[config.mk]
export PLATFORM = sky130hd
export DESIGN_NAME = rq_responder
export DESIGN_NICKNAME = d
export VERILOG_FILES = /design/src/rtl/rq_pkg.sv /design/src/rtl/rq_sync.sv /design/src/rtl/rq_parity.sv /design/src/rtl/rq_engine.sv /design/src/rtl/rq_responder.sv
export SDC_FILE = /design/constraint.sdc
export NUM_CORES = 1
export LEC_CHECK = 0
export BUFFER_PORTS_ARGS = -buffer_cell sky130_fd_sc_hd__buf_2
export CORE_AREA = 2 2 54 56
export CTS_CLUSTER_DIAMETER = 100
export DETAILED_ROUTE_END_ITERATION = 8
export DIE_AREA = 0 0 56 58
export PLACE_DENSITY = 0.81
export SLEW_MARGIN = 10
export SYNTH_ARGS = -nofsm -noshare
export SYNTH_HDL_FRONTEND = slang
export SYNTH_SLANG_ARGS = --single-unit
[constraint.sdc]
create_clock -name clk -period 3.7 [get_ports clk]
set_input_delay 0.37 -clock clk [delete_from_list [all_inputs] [get_ports clk]]
set_output_delay 0.37 -clock clk [all_outputs]
set_load 0.01 [all_outputs]
[src/rtl/rq_pkg.sv]
// Shared types for the byte handshake responder.
// Assumes the phase bits are ordered {message, command/data, in/out}.
package rq_pkg;

    typedef enum logic [2:0] {
        PH_DATA_OUT = 3'b000,
        PH_DATA_IN  = 3'b001,
        PH_COMMAND  = 3'b010,
        PH_STATUS   = 3'b011,
        PH_RSV_OUT  = 3'b100,
        PH_RSV_IN   = 3'b101,
        PH_MSG_OUT  = 3'b110,
        PH_MSG_IN   = 3'b111
    } phase_e;

    typedef enum logic [2:0] {
        HS_IDLE  = 3'd0,
        HS_RCAPT = 3'd1,
        HS_RACK  = 3'd2,
        HS_WWAIT = 3'd3,
        HS_WSET  = 3'd4,
        HS_WACK  = 3'd5
    } hs_state_e;

    // Reserved phase: message asserted without command/data.
    function automatic logic phase_reserved(input phase_e ph);
        return (ph == PH_RSV_OUT) || (ph == PH_RSV_IN);
    endfunction

    // In/out bit: 1 means target to initiator.
    function automatic logic phase_inbound(input phase_e ph);
        return ph[0];
    endfunction

endpackage

[src/rtl/rq_sync.sv]
// Multi-stage synchroniser for one asynchronous level.
// Assumes STAGES >= 2. Reset value is low.
module rq_sync #(
    parameter int STAGES = 2
) (
    input  logic clk,
    input  logic rst_n,
    input  logic d_async,
    output logic q_sync
);
    logic [STAGES-1:0] chain_q;

    // Shift the level through the flop chain.
    always_ff @(posedge clk) begin
        if (!rst_n) chain_q <= '0;
        else        chain_q <= {chain_q[STAGES-2:0], d_async};
    end

    assign q_sync = chain_q[STAGES-1];
endmodule

[src/rtl/rq_parity.sv]
// Odd parity for a data word. It gives the parity bit to send and
// flags a received word whose bits, together with its parity bit,
// hold an even number of ones. Purely combinational.
module rq_parity #(
    parameter int DATA_W = 8
) (
    input  logic [DATA_W-1:0] gen_data,
    output logic              gen_par,
    input  logic [DATA_W-1:0] chk_data,
    input  logic              chk_par,
    output logic              chk_err
);
    // Generate: choose the bit that makes the total count odd.
    always_comb gen_par = ~(^gen_data);

    // Check: an even total is an error.
    always_comb chk_err = ~(^{chk_par, chk_data});
endmodule

[src/rtl/rq_engine.sv]
// Handshake state machine for one byte per request.
// Reads: one sample cycle after the synchronised request, then
// acknowledge. Writes: wait for a host byte, drive it for one setup
// cycle, then acknowledge. In both directions the acknowledge is held
// until the synchronised request falls. Assumes the phase lines and
// the inbound data are stable while the request is high.
module rq_engine
    import rq_pkg::*;
#(
    parameter int DATA_W = 8
) (
    input  logic              clk,
    input  logic              rst_n,
    input  logic              req_s,
    input  logic [2:0]        phase_bits,
    input  logic [DATA_W-1:0] rx_data,
    input  logic              rx_perr,
    input  logic              tx_valid,
    input  logic [DATA_W-1:0] tx_data,
    output logic              tx_ready,
    output logic              ack,
    output logic              drive_en,
    output logic [DATA_W-1:0] drv_data,
    output logic              xfer_valid,
    output logic [DATA_W-1:0] xfer_data,
    output logic [2:0]        xfer_phase,
    output logic              xfer_dir,
    output logic              xfer_perr
);
    hs_state_e         state_q, state_d;
    phase_e            ph_now;
    phase_e            ph_q;
    logic              accept;
    logic [DATA_W-1:0] drv_q;
    logic              rep_v_q, rep_dir_q, rep_perr_q;
    logic [DATA_W-1:0] rep_data_q;

    assign ph_now = phase_e'(phase_bits);

    // Host handshake: a byte is taken only while a write waits on a live request.
    always_comb begin
        tx_ready = (state_q == HS_WWAIT) && req_s;
        accept   = tx_ready && tx_valid;
    end

    // Next-state selection.
    always_comb begin
        state_d = state_q;
        unique case (state_q)
            HS_IDLE:  if (req_s && !phase_reserved(ph_now))
                          state_d = phase_inbound(ph_now) ? HS_RCAPT : HS_WWAIT;
            HS_RCAPT: state_d = HS_RACK;
            HS_RACK:  if (!req_s) state_d = HS_IDLE;
            HS_WWAIT: if (!req_s)     state_d = HS_IDLE;
                      else if (accept) state_d = HS_WSET;
            HS_WSET:  state_d = HS_WACK;
            HS_WACK:  if (!req_s) state_d = HS_IDLE;
            default:  state_d = HS_IDLE;
        endcase
    end

    // State register.
    always_ff @(posedge clk) begin
        if (!rst_n) state_q <= HS_IDLE;
        else        state_q <= state_d;
    end

    // Latch the phase when a handshake starts.
    always_ff @(posedge clk) begin
        if (!rst_n)                             ph_q <= PH_DATA_OUT;
        else if (state_q == HS_IDLE && req_s)   ph_q <= ph_now;
    end

    // Hold the outbound byte from acceptance until the next one.
    always_ff @(posedge clk) begin
        if (!rst_n)      drv_q <= '0;
        else if (accept) drv_q <= tx_data;
    end

    // Build the one-cycle transfer report.
    always_ff @(posedge clk) begin
        if (!rst_n) begin
            rep_v_q    <= 1'b0;
            rep_data_q <= '0;
            rep_dir_q  <= 1'b0;
            rep_perr_q <= 1'b0;
        end else if (state_q == HS_RCAPT) begin
            rep_v_q    <= 1'b1;
            rep_data_q <= rx_data;
            rep_dir_q  <= 1'b1;
            rep_perr_q <= rx_perr;
        end else if (accept) begin
            rep_v_q    <= 1'b1;
            rep_data_q <= tx_data;
            rep_dir_q  <= 1'b0;
            rep_perr_q <= 1'b0;
        end else begin
            rep_v_q    <= 1'b0;
        end
    end

    // Strobes decoded from the registered state.
    always_comb begin
        ack      = (state_q == HS_RACK) || (state_q == HS_WACK);
        drive_en = (state_q == HS_WSET) || (state_q == HS_WACK);
    end

    assign drv_data   = drv_q;
    assign xfer_valid = rep_v_q;
    assign xfer_data  = rep_data_q;
    assign xfer_phase = ph_q;
    assign xfer_dir   = rep_dir_q;
    assign xfer_perr  = rep_perr_q;

    AST_ACK_AFTER_REQ: assert property (@(posedge clk) disable iff (!rst_n)
        $rose(ack) |-> req_s) else $error("ack rose without request");
    AST_REPORT_PULSE: assert property (@(posedge clk) disable iff (!rst_n)
        xfer_valid |=> !xfer_valid) else $error("report longer than a cycle");
    AST_ACK_HOLD: assert property (@(posedge clk) disable iff (!rst_n)
        (ack && req_s) |=> ack) else $error("ack dropped under request");
    AST_READ_NO_DRIVE: assert property (@(posedge clk) disable iff (!rst_n)
        (state_q == HS_RACK) |-> !drive_en) else $error("drive during read");
    AST_STALL_NO_ACK: assert property (@(posedge clk) disable iff (!rst_n)
        (state_q == HS_WWAIT && !tx_valid) |=> (!ack && !drive_en)) else $error("ack while stalled");
    AST_DRV_STABLE: assert property (@(posedge clk) disable iff (!rst_n)
        (drive_en && $past(drive_en)) |-> $stable(drv_data)) else $error("driven byte moved");
    AST_RESERVED_IGNORED: assert property (@(posedge clk) disable iff (!rst_n)
        (state_q == HS_IDLE && phase_reserved(ph_now)) |=> (state_q == HS_IDLE)) else $error("reserved phase answered");
endmodule

[src/rtl/rq_responder.sv]
// Top of the initiator byte handshake responder. It synchronises the
// request, checks inbound parity, generates outbound parity and wraps
// the handshake engine. Assumes the phase lines and inbound data are
// stable from request rise until the acknowledge is seen.
module rq_responder
    import rq_pkg::*;
#(
    parameter int DATA_W      = 8,
    parameter int SYNC_STAGES = 2
) (
    input  logic              clk,
    input  logic              rst_n,
    input  logic              req_in,
    input  logic              cd_in,
    input  logic              io_in,
    input  logic              msg_in,
    input  logic [DATA_W-1:0] bus_data_in,
    input  logic              bus_par_in,
    output logic [DATA_W-1:0] bus_data_out,
    output logic              bus_par_out,
    output logic              bus_drive_en,
    output logic              ack_out,
    input  logic              tx_valid,
    input  logic [DATA_W-1:0] tx_data,
    output logic              tx_ready,
    output logic              xfer_valid,
    output logic [DATA_W-1:0] xfer_data,
    output logic [2:0]        xfer_phase,
    output logic              xfer_dir,
    output logic              xfer_perr
);
    logic              req_s;
    logic              rx_perr;
    logic              gen_par;
    logic              drive_en;
    logic [DATA_W-1:0] drv_data;

    rq_sync #(.STAGES(SYNC_STAGES)) i_req_sync (
        .clk     (clk),
        .rst_n   (rst_n),
        .d_async (req_in),
        .q_sync  (req_s)
    );

    rq_parity #(.DATA_W(DATA_W)) i_parity (
        .gen_data (drv_data),
        .gen_par  (gen_par),
        .chk_data (bus_data_in),
        .chk_par  (bus_par_in),
        .chk_err  (rx_perr)
    );

    rq_engine #(.DATA_W(DATA_W)) i_engine (
        .clk        (clk),
        .rst_n      (rst_n),
        .req_s      (req_s),
        .phase_bits ({msg_in, cd_in, io_in}),
        .rx_data    (bus_data_in),
        .rx_perr    (rx_perr),
        .tx_valid   (tx_valid),
        .tx_data    (tx_data),
        .tx_ready   (tx_ready),
        .ack        (ack_out),
        .drive_en   (drive_en),
        .drv_data   (drv_data),
        .xfer_valid (xfer_valid),
        .xfer_data  (xfer_data),
        .xfer_phase (xfer_phase),
        .xfer_dir   (xfer_dir),
        .xfer_perr  (xfer_perr)
    );

    // Gate the bus outputs with the drive enable.
    always_comb begin
        bus_drive_en = drive_en;
        bus_data_out = drive_en ? drv_data : '0;
        bus_par_out  = drive_en ? gen_par  : 1'b0;
    end

    AST_OUT_PARITY_ODD: assert property (@(posedge clk) disable iff (!rst_n)
        bus_drive_en |-> (^{bus_par_out, bus_data_out}) == 1'b1) else $error("even parity driven");
    AST_DRIVE_ENDS_WITH_ACK: assert property (@(posedge clk) disable iff (!rst_n)
        $fell(ack_out) |-> !bus_drive_en) else $error("drive outlived ack");
endmodule

Yosys cells after proc, flatten, opt, wreduce, memory -nomap -nowiden:

Cells that the tools add are included.
Widths: inputs -> output; s select.

* bits in registers: 27
* bits of input ports: 24
* output and inout bits: 26
* word-level logic and storage cells: 49

* equal/unequal tests: 10
* mux-type cells: 15
* bitwise logic cells: 2
* reduce and logical (&&, ||, !) cells: 14

Operators by type and width (number)
* $mux 8: 3
* $pmux 3 s5: 1
* $eq 3x3->1 const B: 4
* $mux 3: 4
* $reduce_xor 9->1: 1
* $reduce_xor 8->1: 1
* $eq 3x2->1 const B: 2
* $mux 1: 6
* $logic_and 1x1->1: 4
* $eq 3x1->1 const B: 1
* $logic_not 3->1: 1
* $logic_or 1x1->1: 3
* $ne 3x2->1 const B: 1
* $reduce_and 3->1: 1
* $mux 2: 1
* $ne 2x1->1 const B: 1
* $ne 2x2->1 const B: 1
* $not 1->1: 2
* $reduce_bool 2->1: 1
* $reduce_or 2->1: 1
* $logic_not 1->1: 1

Depth between registers and ports, before layout:

Gate-level depths: netlist of the first run.

* word-level depth: 6
* depth in mapped cells: 6
* depth with buffers taken out: 4

Hierarchy:

From an unflattened synthesis of the first run, not the netlist that was laid out.

* cell total of the unflattened synthesis: 147
* area, all modules: 1265.0 um^2

By module, submodules not included
* rq_engine: instances 1, cells an instance 120, area an instance 1019.7 um^2, sequential area each 500.5 um^2
* rq_parity: instances 1, cells an instance 14, area an instance 136.4 um^2, sequential area each 0.0 um^2
* rq_responder: instances 1, cells an instance 9, area an instance 56.3 um^2, sequential area each 0.0 um^2
* rq_sync: instances 1, cells an instance 4, area an instance 52.6 um^2, sequential area each 40.0 um^2

Worst setup path after synthesis of the first run:

Ideal clock, no wire load.

* path type: register to output
* from: reg i_engine.state_q[2]
* to: out bus_data_out[0]
* data arrival time: 0.982 ns
* data required time: 3.330 ns
* setup slack: 2.348 ns
* stages on the path, launching flop included: 4
* path through: dfxtp_1 and2b_1 buf_2 and2_1

* longest elaborated chain between the ends: 3

Ends and longest elaborated chain
* start: declaration: RTL line rq_engine.sv:30 `hs_state_e state_q, state_d;`
* start signal: assignment: RTL line rq_engine.sv:65 `else state_q <= state_d;`
* $eq 3x3->1: RTL line rq_engine.sv:105 `drive_en = (state_q == HS_WSET) || (state_q == HS_WACK);`
* $logic_or 1x1->1 *: RTL line rq_engine.sv:105
* net bus_drive_en: RTL line rq_responder.sv:21 `output logic bus_drive_en,`
* $mux 8 *: RTL line rq_responder.sv:76 `bus_data_out = drive_en ? drv_data : '0;`
* end: declaration: RTL line rq_responder.sv:19 `output logic [DATA_W-1:0] bus_data_out,`

Mark *: on every way through the listed nets, which the timed path passes. The rest lies on a longest branch.

Worst setup path after layout of the first run:

* from: reg i_engine.state_q[2]
* to: out bus_data_out[2]

* longest elaborated chain between the ends: 3

Ends and longest elaborated chain (RTL line)
* $eq 3x3->1: rq_engine.sv:105
* $logic_or 1x1->1 *: rq_engine.sv:105
* $mux 8 *: rq_responder.sv:76

Mark *: on every way between the ends. The rest lies on a longest branch, timed or not.

==> results of run 1 <==
==> sequential cells by signal (all words and copies together), names as in the netlist <==
name and count:
i_req_sync.chain_q 2, i_engine.xfer_valid 1, i_engine.xfer_data 8, i_engine.drv_data 8
i_engine.state_q 3, i_engine.xfer_perr 1, i_engine.xfer_dir 1, i_engine.xfer_phase 3
==> kinds of logic (layout without fill, tap and decap cells) <==
group | Yosys count | count (layout) | share of synthesized area, %
flops | 27 | 27 | 42.9
buf+inv | 11 | 56 | 4.47
mux | 3 | 3 | 2.38
compound gates | 35 | 35 | 16.3
xor+xnor | 13 | 13 | 10.1
simple gates | 58 | 58 | 23.8
==> metal layers <==
layer	up-vias	track usage, %
li1	590	-
met1	530	24.1
met2	34	29.6
met3	6	3.13
met4	0	9.52
met5	-	0
==> where the power goes <==
| part | internal (mW) | switching [mW] | total (mW) |
|---|---|---|---|
| Clock | 0.0413 | 0.0905 | 0.132 |
| Sequential | 0.306 | 0.0118 | 0.318 |
| Combinational | 0.0461 | 0.0517 | 0.0979 |
==> final timing paths <==
check	start	end	slack, ns	cells past startpoint
min	req_in	i_req_sync.chain_q[0]	0.24	2
max reg2reg	i_engine.state_q[1]	i_engine.xfer_dir	2.01	4
min reg2reg	i_req_sync.chain_q[0]	i_req_sync.chain_q[1]	0.45	1
max	i_engine.state_q[2]	bus_data_out[2]	1.81	3
==> cells in the final DEF, fill, tap and decap left out, types with 2 or more instances in the layout <==
| master | instances |
|---|---|
| a31oi_1 | 4 |
| nand4b_1 | 2 |
| a21oi_1 | 16 |
| and2_1 | 12 |
| a22oi_1 | 5 |
| inv_1 | 2 |
| o21ai_0 | 6 |
| nand3_1 | 2 |
| clkbuf_4 | 3 |
| dfxtp_1 | 27 |
| nand2_1 | 26 |
| buf_2 | 49 |
| o211ai_1 | 2 |
| mux2i_1 | 3 |
| xnor2_1 | 11 |
| nor2_1 | 6 |
==> critical path, cell delays in order, from the launching register on <==
cell	delay, ns
dfxtp_1	0.51
and2b_1	0.37
and2_1	0.18
buf_2	0.13
==> stage by stage <==
step / instances / utilization [%] / hold WS [ns] / area, sq um / power [mW]
finish: 223 / 57.4 / 0.243 / 1530 / 0.548
global route: 223 / 57.4 / 0.238 / 1530 / 0.574
CTS: 223 / 57.4 / 0.241 / 1530 / 0.549
detailed placement: 219 / 56.3 / 0.421 / 1500 / 0.422
global placement: 219 / 56.3 / 0.416 / 1500 / 0.419
floorplan: 147 / - / 0.412 / 1260 / 0.383
==> cell type report <==
type / instances / area share (%)
Multi-Input combinational cell: 109 / 43.4
Sequential cell: 27 / 35.4
Timing Repair Buffer: 49 / 16.0
Tap cell: 31 / 2.54
Clock buffer: 3 / 1.47
Inverter: 3 / 0.736
Clock inverter: 1 / 0.491
==> impl_metrics.py, run 1 <==
metrics = {
    "global_route": {
        "grt_pass1_wl_um": 4730,
        "first_global_vias": 1070,
        "antenna_found_initial": 0,
        "grt_max_degree": 21,
        "grt_overflow": 0,
        "grt_use_total_pct": 18.4,
    },
    "drt": {
        "remaining_drc_errors": 0,
        "avgRoutedWirePerCell_um": 12.8,
        "drt-total-wl_um": 2840,
        "drtAntennaViolNets": 0,
        "topRoutingLayerUsed": "met4",
        "via_per_inst": 5.20,
        "num_vias": 1160,
        "drt-met1-wl_um": 1280,
        "wl_met2_um": 1380,
        "first_pass_iters": 4,
        "met3_length_um": 124,
        "drtIter0Drc": 36,
    },
    "worst_setup_path": {
        "crit_arrival_ns": 1.52,
        "crit_fanout": 13,
        "cp.required_ns": 3.33,
        "timing_worst_setup_path_type": "reg -> out",
        "critPathCaptureType": "output port",
        "start_kind": "flip-flop",
    },
    "sta": {
        "hold_viol": 0,
        "period_minus_slack_ns": 1.89,
        "layout_setup_ws_ns": 1.81,
        "finalSetupTns_ns": 0,
        "worst_slew_pin_slew_ns": 0.621,
        "maxSlewViolCount": 0,
        "clock.fmax_mhz": 530,
        "setup_violations": 0,
        "slew_headroom_pct": 58.6,
        "rsz0062_at_grt": "false",
        "post-route-period-util_pct": 51.0,
        "finClkSkew_ns": 0.00130,
    },
    "synth": {
        "yosysMostFrequentCell": "dfxtp_1",
        "ys_warn_count": 0,
        "synth_top_area_share_pct": 42.9,
        "synth_area_sq_um": 1260,
        "yosysSeqAreaShare_pct": 42.9,
        "ys_ff_latch": 27,
        "ys.flop_type": "dfxtp_1",
        "async_flop_share_pct": 0,
        "synth.avg_cell_area_sq_um": 8.57,
        "synth_commonest_cells": "dfxtp_1 (27), nand2_1 (26), a21oi_1 (16)",
        "yosys.area.top_type": "dfxtp_1",
        "synthTopCellsByArea": "dfxtp_1 (43%), nand2_1 (7.7%), xnor2_1 (7.6%), a21oi_1 (6.4%), and2_1 (6.0%)",
        "syn-num-nets": 171,
        "synth_cell_types": 33,
        "syn_inst": 147,
        "synth_enable_flop_cells": 0,
    },
    "placement": {
        "finalWeightedCongestion": 0.922,
        "pre_cts_slack_ns": 2.06,
        "port-buffer-count": 49,
        "dp_hpwl_um": 2200,
    },
    "power": {
        "irDropWorstVdd_uv": 237,
        "p_leak_nw": 0.666,
        "power.density_nw_per_um2": 358,
    },
    "cells_and_area": {
        "drive_gt1_share_pct": 29.7,
        "nNetsFinal": 217,
        "syn_to_final_growth_pct": 21.4,
        "fill_cells": 253,
        "final-seq-area_sq_um": 541,
        "multi_input_area_sq_um": 663,
        "antenna-diode-count": 0,
    },
    "status": {
        "status": "completed",
    },
    "cts": {
        "cts_tree": "built",
        "cts_resized": 0,
        "clk_path_buf_depth": 2,
        "clock_sinks": 27,
        "cts_made_buffers": 3,
        "clk_latency_ns": 0.32,
        "clkTransAtPathRegs_ns": 0.15,
        "root_buffer": "clkbuf_4",
        "hold_buffers": 0,
        "htreeDepth": 1,
        "postCtsSetupBuffers": 0,
    },
    "min_path": {
        "hold_class": "in -> reg",
    },
    "die": {
        "fp.coreArea_sq_um": 2660,
        "start_util_pct": 47.3,
        "die-area_sq_um": 3250,
        "rows": 19,
        "ios": 50,
        "dieHeight_um": 58,
        "die_width_um": 56,
    },
    "run": {
        "drv_cap": 0,
    },
}
Power figures use the tool's default switching activity.
==> run 2: changes to the inputs <==
--- a/config.mk
+++ b/config.mk
@@ -6,11 +6,11 @@
 export NUM_CORES = 1
 export LEC_CHECK = 0
 export BUFFER_PORTS_ARGS = -buffer_cell sky130_fd_sc_hd__buf_2
-export CORE_AREA = 2 2 54 56
+export CORE_AREA = 2 2 55 57
 export CTS_CLUSTER_DIAMETER = 100
 export DETAILED_ROUTE_END_ITERATION = 8
-export DIE_AREA = 0 0 56 58
-export PLACE_DENSITY = 0.81
+export DIE_AREA = 0 0 57 59
+export PLACE_DENSITY = 0.79
 export SLEW_MARGIN = 10
 export SYNTH_ARGS = -nofsm -noshare
 export SYNTH_HDL_FRONTEND = slang
==> constraint.sdc (replaced) <==
create_clock -name clk -period 1.8 [get_ports clk]
set_input_delay 0.18 -clock clk [delete_from_list [all_inputs] [get_ports clk]]
set_output_delay 0.18 -clock clk [all_outputs]
set_load 0.01 [all_outputs]
==> run 2 against run 1 <==
  * Hold slack lost 0.18 ns
  * Clock-buffer cell count increased by 1
  * Combinational power rose by 110%
  * Critical endpoint is now bus_data_out[4]
==> impl_metrics.py, run 2 (synthesis results as in run 1) <==
metrics = {
    "status": {
        "status": "completed",
    },
    "placement": {
        "port-buffer-count": 49,
        "dp_hpwl_um": 2240,
        "finalWeightedCongestion": 1.01,
    },
    "global_route": {
        "antenna_found_initial": 0,
        "grt_overflow": 0,
        "grt_use_total_pct": 18.0,
        "grt_pass1_wl_um": 4940,
        "first_global_vias": 1158,
        "grt_max_degree": 21,
    },
    "die": {
        "rows": 19,
        "die-area_sq_um": 3360,
        "start_util_pct": 46.5,
        "dieHeight_um": 59,
        "ios": 50,
        "fp.coreArea_sq_um": 2710,
        "die_width_um": 57,
    },
    "power": {
        "power_frac_clock_pct": 22.9,
        "p_sw_share_pct": 26.9,
        "irDropWorstVdd_uv": 645,
        "combPwrFrac_pct": 18.2,
        "seq_power_share_pct": 58.9,
        "switching_power_mw": 0.298,
        "power.density_nw_per_um2": 720,
        "p_leak_nw": 0.676,
        "p_int_mw": 0.811,
    },
    "sta": {
        "period_minus_slack_ns": 1.65,
        "hold_viol": 0,
        "finalSetupTns_ns": 0,
        "setup_violations": 0,
        "finClkSkew_ns": 0.00138,
        "post-route-period-util_pct": 91.9,
        "rsz0062_at_grt": "false",
        "slew_headroom_pct": 62.0,
        "worst_slew_pin_slew_ns": 0.570,
        "clock.fmax_mhz": 605,
        "maxSlewViolCount": 0,
    },
    "cts": {
        "clkTransAtPathRegs_ns": 0.14,
        "htreeDepth": 1,
        "clock_sinks": 27,
        "cts_made_buffers": 3,
        "cts_resized": 0,
        "postCtsSetupBuffers": 0,
        "clk_latency_ns": 0.31,
        "hold_buffers": 0,
        "cts_tree": "built",
        "root_buffer": "clkbuf_4",
        "clk_path_buf_depth": 2,
    },
    "drt": {
        "avgRoutedWirePerCell_um": 12.5,
        "first_pass_iters": 4,
        "drtIter0Drc": 57,
        "drt-total-wl_um": 2820,
        "num_vias": 1192,
        "remaining_drc_errors": 0,
        "via_per_inst": 5.30,
        "drtAntennaViolNets": 0,
    },
    "run": {
        "drv_cap": 0,
    },
    "cells_and_area": {
        "syn_to_final_growth_pct": 22.2,
        "final_common_cell": "buf_2",
        "final_util_pct": 56.8,
        "drive_gt1_share_pct": 29.9,
        "nNetsFinal": 219,
        "antenna-diode-count": 0,
        "layout_common_cells": "buf_2 (49), dfxtp_1 (27), nand2_1 (26)",
    },
    "min_path": {
        "hold_class": "in -> reg",
    },
    "worst_setup_path": {
        "crit_arrival_ns": 1.47,
        "critPathCaptureType": "output port",
        "crit_fanout": 12,
        "timing_worst_setup_path_type": "reg -> out",
        "cp_slowest_cell": "dfxtp_1",
        "max_stage_delay_ns": 0.49,
        "path_cells": "and2b_1 > buf_4 > and2_1 > buf_2",
        "cp.required_ns": 1.62,
        "start_kind": "flip-flop",
    },
}
## run 2: changes by cell type in the layout (fill, tap and decap cells not counted)
cell,delta
buf_4,+2
clkbuf_1,+1
clkinvlp_4,-1
## run 2: cell type report
type | instances | area (sq um)
Clock buffer | 4 | 26.3
Fill cell | 253 | 1170
Inverter | 3 | 11.3
Multi-Input combinational cell | 109 | 663
Sequential cell | 27 | 541
Tap cell | 31 | 38.8
Timing Repair Buffer | 51 | 260
## run 2: path summary, 6_finish.rpt
check	from	to	slack, ns	depth (start not counted)
hold reg to reg	i_req_sync.chain_q[0]	i_req_sync.chain_q[1]	0.45	1
setup reg to reg	i_engine.state_q[1]	i_engine.xfer_data[1]	0.33	4
hold / removal	req_in	i_req_sync.chain_q[0]	0.07	2
setup / recovery	i_engine.state_q[1]	bus_data_out[4]	0.15	4
## run 2: routing by layer
| layer | part of all wire, % | track usage, % | wire [um] | vias up |
|---|---|---|---|---|
| met1 | 44 | 24.4 | 1250 | 541 |
| met4 | 1.5 | 5.65 | 43 | 0 |
| li1 | - | - | - | 595 |
| met3 | 6.2 | 2.40 | 174 | 6 |
| met5 | 0 | 0 | 0 | - |
| met2 | 48 | 30.0 | 1360 | 50 |
## run 2: power by group through the flow
stage	logic, mW	clock network (mW)	registers, mW
after floorplan	0.118	0	0.670
after global placement	0.195	0	0.664
after detailed placement	0.200	0	0.666
after CTS	0.201	0.257	0.653
after global routing	0.225	0.278	0.658
final	0.201	0.254	0.653
## run 2: worst max-delay path, delay by kind of cell, from the launching register on
kind                   cells  cell delay [ns]
AND/OR/NAND/NOR            2             0.38
buffers and inverters      2             0.29
flip-flops                 1             0.49
## run 2: stage by stage
| step | hold WS [ns] | std cells | power, mW | cell area (sq um) | worst slack [ns] |
|---|---|---|---|---|---|
| finish | 0.0659 | 225 | 1.11 | 1540 | 0.146 |
| global route | 0.0728 | 225 | 1.16 | 1540 | 0.0452 |
| CTS | 0.0662 | 225 | 1.11 | 1540 | 0.144 |
| detailed placement | 0.400 | 221 | 0.865 | 1510 | 0.383 |
| global placement | 0.385 | 221 | 0.859 | 1510 | 0.483 |
| floorplan | 0.307 | 147 | 0.788 | 1260 | 0.523 |
